===== src/rtl/tpc_pkg.sv =====
`timescale 1ns/1ps
package tpc_pkg;

    // Two-bit direction state; encodings 2 and 3 predict taken.
    typedef enum logic [1:0] {
        DIR_STRONG_NT = 2'd0,
        DIR_WEAK_NT   = 2'd1,
        DIR_WEAK_T    = 2'd2,
        DIR_STRONG_T  = 2'd3
    } dir_state_t;

    localparam dir_state_t DIR_ON_ALLOC = DIR_WEAK_T;

endpackage


===== src/rtl/tpc_dir_fsm.sv =====
`timescale 1ns/1ps
module tpc_dir_fsm
    import tpc_pkg::*;
(
    input  logic clk,
    input  logic rst_n,
    input  logic alloc_load,
    input  logic step_en,
    input  logic step_taken,
    output logic predict_taken
);

    dir_state_t state_q;
    dir_state_t state_d;

    // Next-state: ALLOC_LOAD, TAKEN_STEP, NOT_TAKEN_STEP
    always_comb begin
        state_d = state_q;
        if (alloc_load) begin
            state_d = DIR_ON_ALLOC;
        end else if (step_en) begin
            unique case (state_q)
                DIR_STRONG_NT: state_d = step_taken ? DIR_WEAK_NT  : DIR_STRONG_NT;
                DIR_WEAK_NT:   state_d = step_taken ? DIR_WEAK_T   : DIR_STRONG_NT;
                DIR_WEAK_T:    state_d = step_taken ? DIR_STRONG_T : DIR_WEAK_NT;
                DIR_STRONG_T:  state_d = step_taken ? DIR_STRONG_T : DIR_WEAK_T;
                default:       state_d = DIR_ON_ALLOC;
            endcase
        end
    end

    // State register
    always_ff @(posedge clk) begin
        if (!rst_n) begin
            state_q <= DIR_STRONG_NT;
        end else begin
            state_q <= state_d;
        end
    end

    // Outputs
    always_comb begin
        unique case (state_q)
            DIR_STRONG_NT: predict_taken = 1'b0;
            DIR_WEAK_NT:   predict_taken = 1'b0;
            DIR_WEAK_T:    predict_taken = 1'b1;
            DIR_STRONG_T:  predict_taken = 1'b1;
            default:       predict_taken = 1'b0;
        endcase
    end

endmodule


===== src/rtl/tpc_entry.sv =====
`timescale 1ns/1ps
module tpc_entry #(
    parameter int PC_W = 32
) (
    input  logic            clk,
    input  logic            rst_n,
    input  logic [PC_W-1:0] lookup_pc,
    input  logic [PC_W-1:0] upd_pc,
    input  logic            alloc_en,
    input  logic            refresh_en,
    input  logic            upd_taken,
    input  logic            upd_is_jump,
    input  logic [PC_W-1:0] upd_target,
    output logic            lookup_match,
    output logic            upd_match,
    output logic            is_jump,
    output logic            dir_taken,
    output logic [PC_W-1:0] target
);

    logic            valid_q;
    logic [PC_W-1:0] tag_q;
    logic [PC_W-1:0] target_q;
    logic            jump_q;

    always_ff @(posedge clk) begin
        if (!rst_n) begin
            valid_q  <= 1'b0;
            tag_q    <= '0;
            target_q <= '0;
            jump_q   <= 1'b0;
        end else if (alloc_en) begin
            valid_q  <= 1'b1;
            tag_q    <= upd_pc;
            target_q <= upd_target;
            jump_q   <= upd_is_jump;
        end else if (refresh_en) begin
            jump_q <= upd_is_jump;
            if (upd_taken) begin
                target_q <= upd_target;
            end
        end
    end

    tpc_dir_fsm u_dir (
        .clk           (clk),
        .rst_n         (rst_n),
        .alloc_load    (alloc_en),
        .step_en       (refresh_en),
        .step_taken    (upd_taken),
        .predict_taken (dir_taken)
    );

    assign lookup_match = valid_q && (tag_q == lookup_pc);
    assign upd_match    = valid_q && (tag_q == upd_pc);
    assign is_jump      = jump_q;
    assign target       = target_q;

endmodule


===== src/rtl/tpc_victim.sv =====
`timescale 1ns/1ps
module tpc_victim #(
    parameter int ENTRIES = 8
) (
    input  logic               clk,
    input  logic               rst_n,
    input  logic               advance,
    output logic [ENTRIES-1:0] victim_sel
);

    localparam int IDX_W = (ENTRIES > 1) ? $clog2(ENTRIES) : 1;
    localparam logic [IDX_W-1:0] LAST_IDX = IDX_W'(ENTRIES - 1);

    logic [IDX_W-1:0] ptr_q;

    always_ff @(posedge clk) begin
        if (!rst_n) begin
            ptr_q <= '0;
        end else if (advance) begin
            ptr_q <= (ptr_q == LAST_IDX) ? '0 : ptr_q + 1'b1;
        end
    end

    for (genvar g = 0; g < ENTRIES; g++) begin : g_sel
        assign victim_sel[g] = (ptr_q == IDX_W'(g));
    end

endmodule


===== src/rtl/target_predict_cache.sv =====
`timescale 1ns/1ps
module target_predict_cache #(
    parameter int PC_W    = 32,
    parameter int ENTRIES = 8
) (
    input  logic            clk,
    input  logic            rst_n,
    input  logic [PC_W-1:0] fetch_pc,
    input  logic            upd_valid,
    input  logic [PC_W-1:0] upd_pc,
    input  logic            upd_is_jump,
    input  logic            upd_taken,
    input  logic [PC_W-1:0] upd_target,
    output logic            hit,
    output logic            pred_taken,
    output logic [PC_W-1:0] pred_target
);

    logic [ENTRIES-1:0] lookup_vec;
    logic [ENTRIES-1:0] upd_vec;
    logic [ENTRIES-1:0] jump_vec;
    logic [ENTRIES-1:0] dir_vec;
    logic [ENTRIES-1:0] victim_sel;
    logic [PC_W-1:0]    tgt_arr [ENTRIES];

    logic upd_hit_any;
    logic do_alloc;
    logic sel_jump;
    logic sel_dir;
    logic [PC_W-1:0] sel_target;

    assign upd_hit_any = |upd_vec;
    assign do_alloc    = upd_valid && !upd_hit_any && upd_taken;

    tpc_victim #(.ENTRIES(ENTRIES)) u_victim (
        .clk        (clk),
        .rst_n      (rst_n),
        .advance    (do_alloc),
        .victim_sel (victim_sel)
    );

    for (genvar g = 0; g < ENTRIES; g++) begin : g_entry
        tpc_entry #(.PC_W(PC_W)) u_entry (
            .clk          (clk),
            .rst_n        (rst_n),
            .lookup_pc    (fetch_pc),
            .upd_pc       (upd_pc),
            .alloc_en     (do_alloc && victim_sel[g]),
            .refresh_en   (upd_valid && upd_vec[g]),
            .upd_taken    (upd_taken),
            .upd_is_jump  (upd_is_jump),
            .upd_target   (upd_target),
            .lookup_match (lookup_vec[g]),
            .upd_match    (upd_vec[g]),
            .is_jump      (jump_vec[g]),
            .dir_taken    (dir_vec[g]),
            .target       (tgt_arr[g])
        );
    end

    // Select the matching entry (tags are unique, lowest index wins anyway)
    always_comb begin
        sel_jump   = 1'b0;
        sel_dir    = 1'b0;
        sel_target = '0;
        for (int i = ENTRIES - 1; i >= 0; i--) begin
            if (lookup_vec[i]) begin
                sel_jump   = jump_vec[i];
                sel_dir    = dir_vec[i];
                sel_target = tgt_arr[i];
            end
        end
    end

    assign hit         = |lookup_vec;
    assign pred_taken  = hit && (sel_jump || sel_dir);
    assign pred_target = sel_target;

endmodule


===== config.mk =====
export PLATFORM = sky130hd
export DESIGN_NAME = target_predict_cache
export DESIGN_NICKNAME = d
export VERILOG_FILES = /design/src/rtl/tpc_pkg.sv /design/src/rtl/tpc_dir_fsm.sv /design/src/rtl/tpc_entry.sv /design/src/rtl/tpc_victim.sv /design/src/rtl/target_predict_cache.sv
export SDC_FILE = /design/constraint.sdc
export NUM_CORES = 2
export LEC_CHECK = 0
export BUFFER_PORTS_ARGS = -buffer_cell sky130_fd_sc_hd__buf_2
export CAP_MARGIN = 25
export CORE_ASPECT_RATIO = 1.25
export CORE_UTILIZATION = 45
export DETAILED_ROUTE_END_ITERATION = 10
export HOLD_SLACK_MARGIN = 0.03
export PLACE_DENSITY = 0.69
export SKIP_CTS_REPAIR_TIMING = 1
export SYNTH_ARGS = -nofsm -noshare
export SYNTH_HDL_FRONTEND = slang
export SYNTH_SLANG_ARGS = --single-unit

===== constraint.sdc =====
create_clock -name clk -period 3.7 [get_ports clk]
set_input_delay 0.555 -clock clk [delete_from_list [all_inputs] [get_ports clk]]
set_output_delay 0.555 -clock clk [all_outputs]
set_load 0.05 [all_outputs]

==> results.txt <==
----------------------------------------------------
[Timing]
  Worst slew margin relative to its limit ... about 30%
  Final count of negative-setup-slack endpoints ... 34
  Worst Slack Setup Final ... -0.4675 ns
  Worst clock skew on the final layout ... around 0.032 ns
  Pins over their slew limit ... 0
  Final Hold Violating Endpoints ... 0
  Setup repair after global routing missed its margin ... yes
  Crit path time final ... roughly 4.2 ns
  Hold Worst Slack ... between 0.2 and 0.3 ns
  Measured slew at the worst slew-check pin ... about 1.0 ns
  FMAX ... around 0.24 GHz
  Period utilisation layout ... 112.6%

[Yosys]
  Area share of the largest cell type after synthesis ... roughly 37%
  Post-synth cell types ... 63
  Number of enable flip-flop cells after synthesis ... 0
  Most used flip-flop cell after synthesis ... sky130_fd_sc_hd__dfxtp_1
  Most numerous cell in the Yosys netlist ... sky130_fd_sc_hd__dfxtp_1
  Netlist area before placement ... just under 30000 um2
  Ys Warns ... 0
  Average size of a mapped cell ... 8.589 um2
  Share of flip-flops with an asynchronous set or reset after synthesis ... 0%
  Cell types with the highest counts after synthesis ... 547 x sky130_fd_sc_hd__dfxtp_1, 394 x sky130_fd_sc_hd__mux2i_1, 361 x sky130_fd_sc_hd__nand2_1
  Synth area leaders ... sky130_fd_sc_hd__dfxtp_1 37%, sky130_fd_sc_hd__mux2i_1 13%, sky130_fd_sc_hd__xor2_1 8.1%
  Post-synthesis register bit count ... roughly 550
  Post-synth top area cell ... sky130_fd_sc_hd__dfxtp_1
  Post-synthesis sequential area ratio ... 37.11%
  Syn Inst Count ... between 3k and 4k
  Mapped Nets ... between 3k and 4k

[Layout]
  Layout-stage area growth over the synthesis result ... 21.48%
  Post-layout nets ... between 3k and 4k
  Fill cell instance count of the final layout ... 5776
  Final core occ ... 55.42%
  Share of layout cells above drive strength 1 ... 18.08%
  Post-Layout Cell Count ... around 4.5k

[Setup path]
  Most frequent cell on the critical path ... sky130_fd_sc_hd__buf_12
  Sequence of cells on the critical path ... xnor2_2, nand4_1, nor4_2, nand4_1, or4_4, nor3b_4, buf_6, buf_12, buf_12, buf_6, a221oi_4, a31oi_4, buf_12
  Kind of capture point of the worst setup path ... output port
  R2R cell count ... 11
  Category of the worst setup path launch point ... flip-flop
  Reg-to-reg setup timing slack ... roughly 0.56 ns
  Crit path kind ... reg -> out
  Buffers plus inverters on the worst setup path ... 5
  Reg2reg end ... g_entry[7].u_entry.tag_q[23]
  Max stage delay on crit path ... 0.57 ns
  Worst reg2reg startpoint ... g_entry[7].u_entry.tag_q[23]
  Largest driver fanout on the critical path ... 7
  Family with the most delay on the worst path ... simple AND/OR/NAND/NOR gates
  CP max stage cell ... sky130_fd_sc_hd__or4_4
  Required arrival time at the worst endpoint ... between 3 and 4 ns
  Arrival @ worst endpoint ... 3.61 ns

[Routing]
  Routed wire length ... about 110000 um
  First-pass iteration count of the detailed router ... 5
  DR WL/cell ... 23.89 um
  Drt first-iter violations ... ~2.4k
  Vias ... 26.20k
  DRC violation count after routing ... 0
  Antenna-violating nets left ... 0
  Via/cell ratio ... between 5 and 6

[Die]
  Number of top-level pins ... about 140
  Area of the core ... 64670 um2
  Die Outline Area ... between 60000 and 70000 um2
  Site row count ... between 100 and 150
  Horizontal extent of the die ... 231.0 um
  Chip height ... around 290 um
  Initial core utilization ... roughly 46%

[Clocking]
  H-tree depth ... 2
  Sinks on Clock Net ... 547
  Max Root-Sink Buffers ... 3
  TritonCTS clock tree ... yes
  Clock Latency Late Sink ... about 0.65 ns
  Total clock buffers created by CTS ... between 50 and 60
  Clock tree root driver cell ... sky130_fd_sc_hd__clkbuf_16
  Clk pin slew, worst setup/hold paths ... ~0.060 ns

[Global route]
  Global Route Usage Sum ... 30.88%
  Initial antenna violation count ... 7
  Wire length of the first global-routing pass ... 156600 um
  Pin count of the biggest net entering global routing ... 160
  Gr ovfl total ... 0
  Vias in the first global route ... approximately 25k

[Power]
  Leakage dissipation ... approximately 14 nW
  Power per cell area ... around 380 nW/um2
  Sum of internal, switching and leakage power ... roughly 14 mW
  Peak supply drop ... 0.3722 mV

[Worst hold path]
  Hold/Removal Path Class ... in -> reg
  WHS Endpoint ... g_entry[5].u_entry.valid_q
  Cell depth of the worst hold path ... 2
  Start point of the worst min-delay path ... rst_n

[Place]
  Setup Slack @ Placement ... -0.4442 ns
  Quantity of I/O buffers inserted on ports ... approximately 130
  Total instance count after detailed placement ... between 4k and 5k
  Final HPWL DP ... around 70000 um
  Gp weighted congestion ... 0.9852

[Run]
  Number of max-cap violations ... 0

[Run status]
  Run status ... finished with violations
  Violated checks ... setup timing

----------------------------------------------------
[cell families (layout without fill, tap and decap cells)]
kind of cell               after synthesis  in the layout  synth area share [%]
and+or+nand+nor                       1068           1068                 17.90
DFF                                    547            547                 37.11
AOI/OAI and AO/OA                      519            519                 10.30
xor gates and xnor gates               505            505                 14.99
other                                    0              4                     0
adders and majority gates                6              6                0.2544
buffers and inverters                  394            577                 6.001
muxes                                  396            396                 13.44
[placed cells by master (no fill, tap or decap), types with 8 or more instances in the layout]
cell and instances:
sky130_fd_sc_hd__a21boi_0 32, sky130_fd_sc_hd__a21oi_1 147, sky130_fd_sc_hd__a221oi_2 29, sky130_fd_sc_hd__a31oi_4 29, sky130_fd_sc_hd__buf_12 77, sky130_fd_sc_hd__buf_2 99
sky130_fd_sc_hd__buf_4 171, sky130_fd_sc_hd__buf_6 38, sky130_fd_sc_hd__clkbuf_1 11, sky130_fd_sc_hd__clkbuf_16 61, sky130_fd_sc_hd__clkbuf_8 15, sky130_fd_sc_hd__clkinv_2 11
sky130_fd_sc_hd__dfxtp_1 542, sky130_fd_sc_hd__inv_1 79, sky130_fd_sc_hd__mux2i_1 394, sky130_fd_sc_hd__nand2_1 361, sky130_fd_sc_hd__nand2b_1 8, sky130_fd_sc_hd__nand3_1 148
sky130_fd_sc_hd__nand4_1 87, sky130_fd_sc_hd__nor2_1 198, sky130_fd_sc_hd__nor3_1 41, sky130_fd_sc_hd__nor3b_1 35, sky130_fd_sc_hd__nor4_1 91, sky130_fd_sc_hd__o21a_1 43
sky130_fd_sc_hd__o21ai_0 175, sky130_fd_sc_hd__o21ai_1 9, sky130_fd_sc_hd__o21ai_2 19, sky130_fd_sc_hd__or3b_2 35, sky130_fd_sc_hd__xnor2_1 228, sky130_fd_sc_hd__xor2_1 273
[stage by stage]
step                      area [um2]  setup TNS [ns]
final                          35840          -11.28
after global routing           35840          -13.92
after CTS                      35180          -24.11
after detailed placement       33240          -13.30
after global placement         33240          -13.28
after floorplan                29970         -0.1482
[flip-flops by register name (all words and copies together) (netlist names)]
register                       flops
u_victim.ptr_q                     3
g_entry.u_entry.is_jump            8
g_entry.u_entry.u_dir.state_q     16
g_entry.u_entry.tag_q            256
g_entry.u_entry.valid_q            8
g_entry.u_entry.target           256
[report_power, final]
part / switching (mW) / internal, mW / leakage [nW]
registers: 0.0687 / 5.96 / 4.42
clock network: 2.61 / 3.41 / 0.956
logic: 0.960 / 0.509 / 8.36
[how the worst max path moves through the flow]
| stage | from | to | depth (start not counted) |
|---|---|---|---|
| 2_1_floorplan | fetch_pc[3] | pred_target[10] | 10 |
| 3_3_place_gp | fetch_pc[26] | pred_target[29] | 12 |
| 3_5_place_dp | fetch_pc[26] | pred_target[29] | 12 |
| 4_1_cts | g_entry[4].u_entry.tag_q[26] | pred_target[29] | 11 |
| 5_1_grt | g_entry[4].u_entry.tag_q[26] | pred_target[3] | 13 |
| 6_report | g_entry[4].u_entry.tag_q[14] | pred_target[3] | 13 |
[area by class of cell]
class,instances,area (um2),area share (%)
Antenna cell,4,10.01,0.02793
Clock buffer,84,1699,4.740
Clock inverter,22,241.5,0.6737
Inverter,81,311.5,0.8692
Multi-Input combinational cell,2494,17700,49.39
Sequential cell,547,10960,30.58
Tap cell,848,1061,2.960
Timing Repair Buffer,390,3854,10.75
[routing by layer]
| metal | GRT usage, % | vias to the layer above | wire length [um] |
|---|---|---|---|
| li1 | - | 12081 | - |
| met1 | 36.73 | 12533 | 41260 |
| met2 | 51.75 | 1156 | 49830 |
| met3 | 4.571 | 422 | 7417 |
| met4 | 20.46 | 4 | 8255 |
| met5 | 0 | - | 24 |
Note: power is estimated with default switching activity, not from simulation.
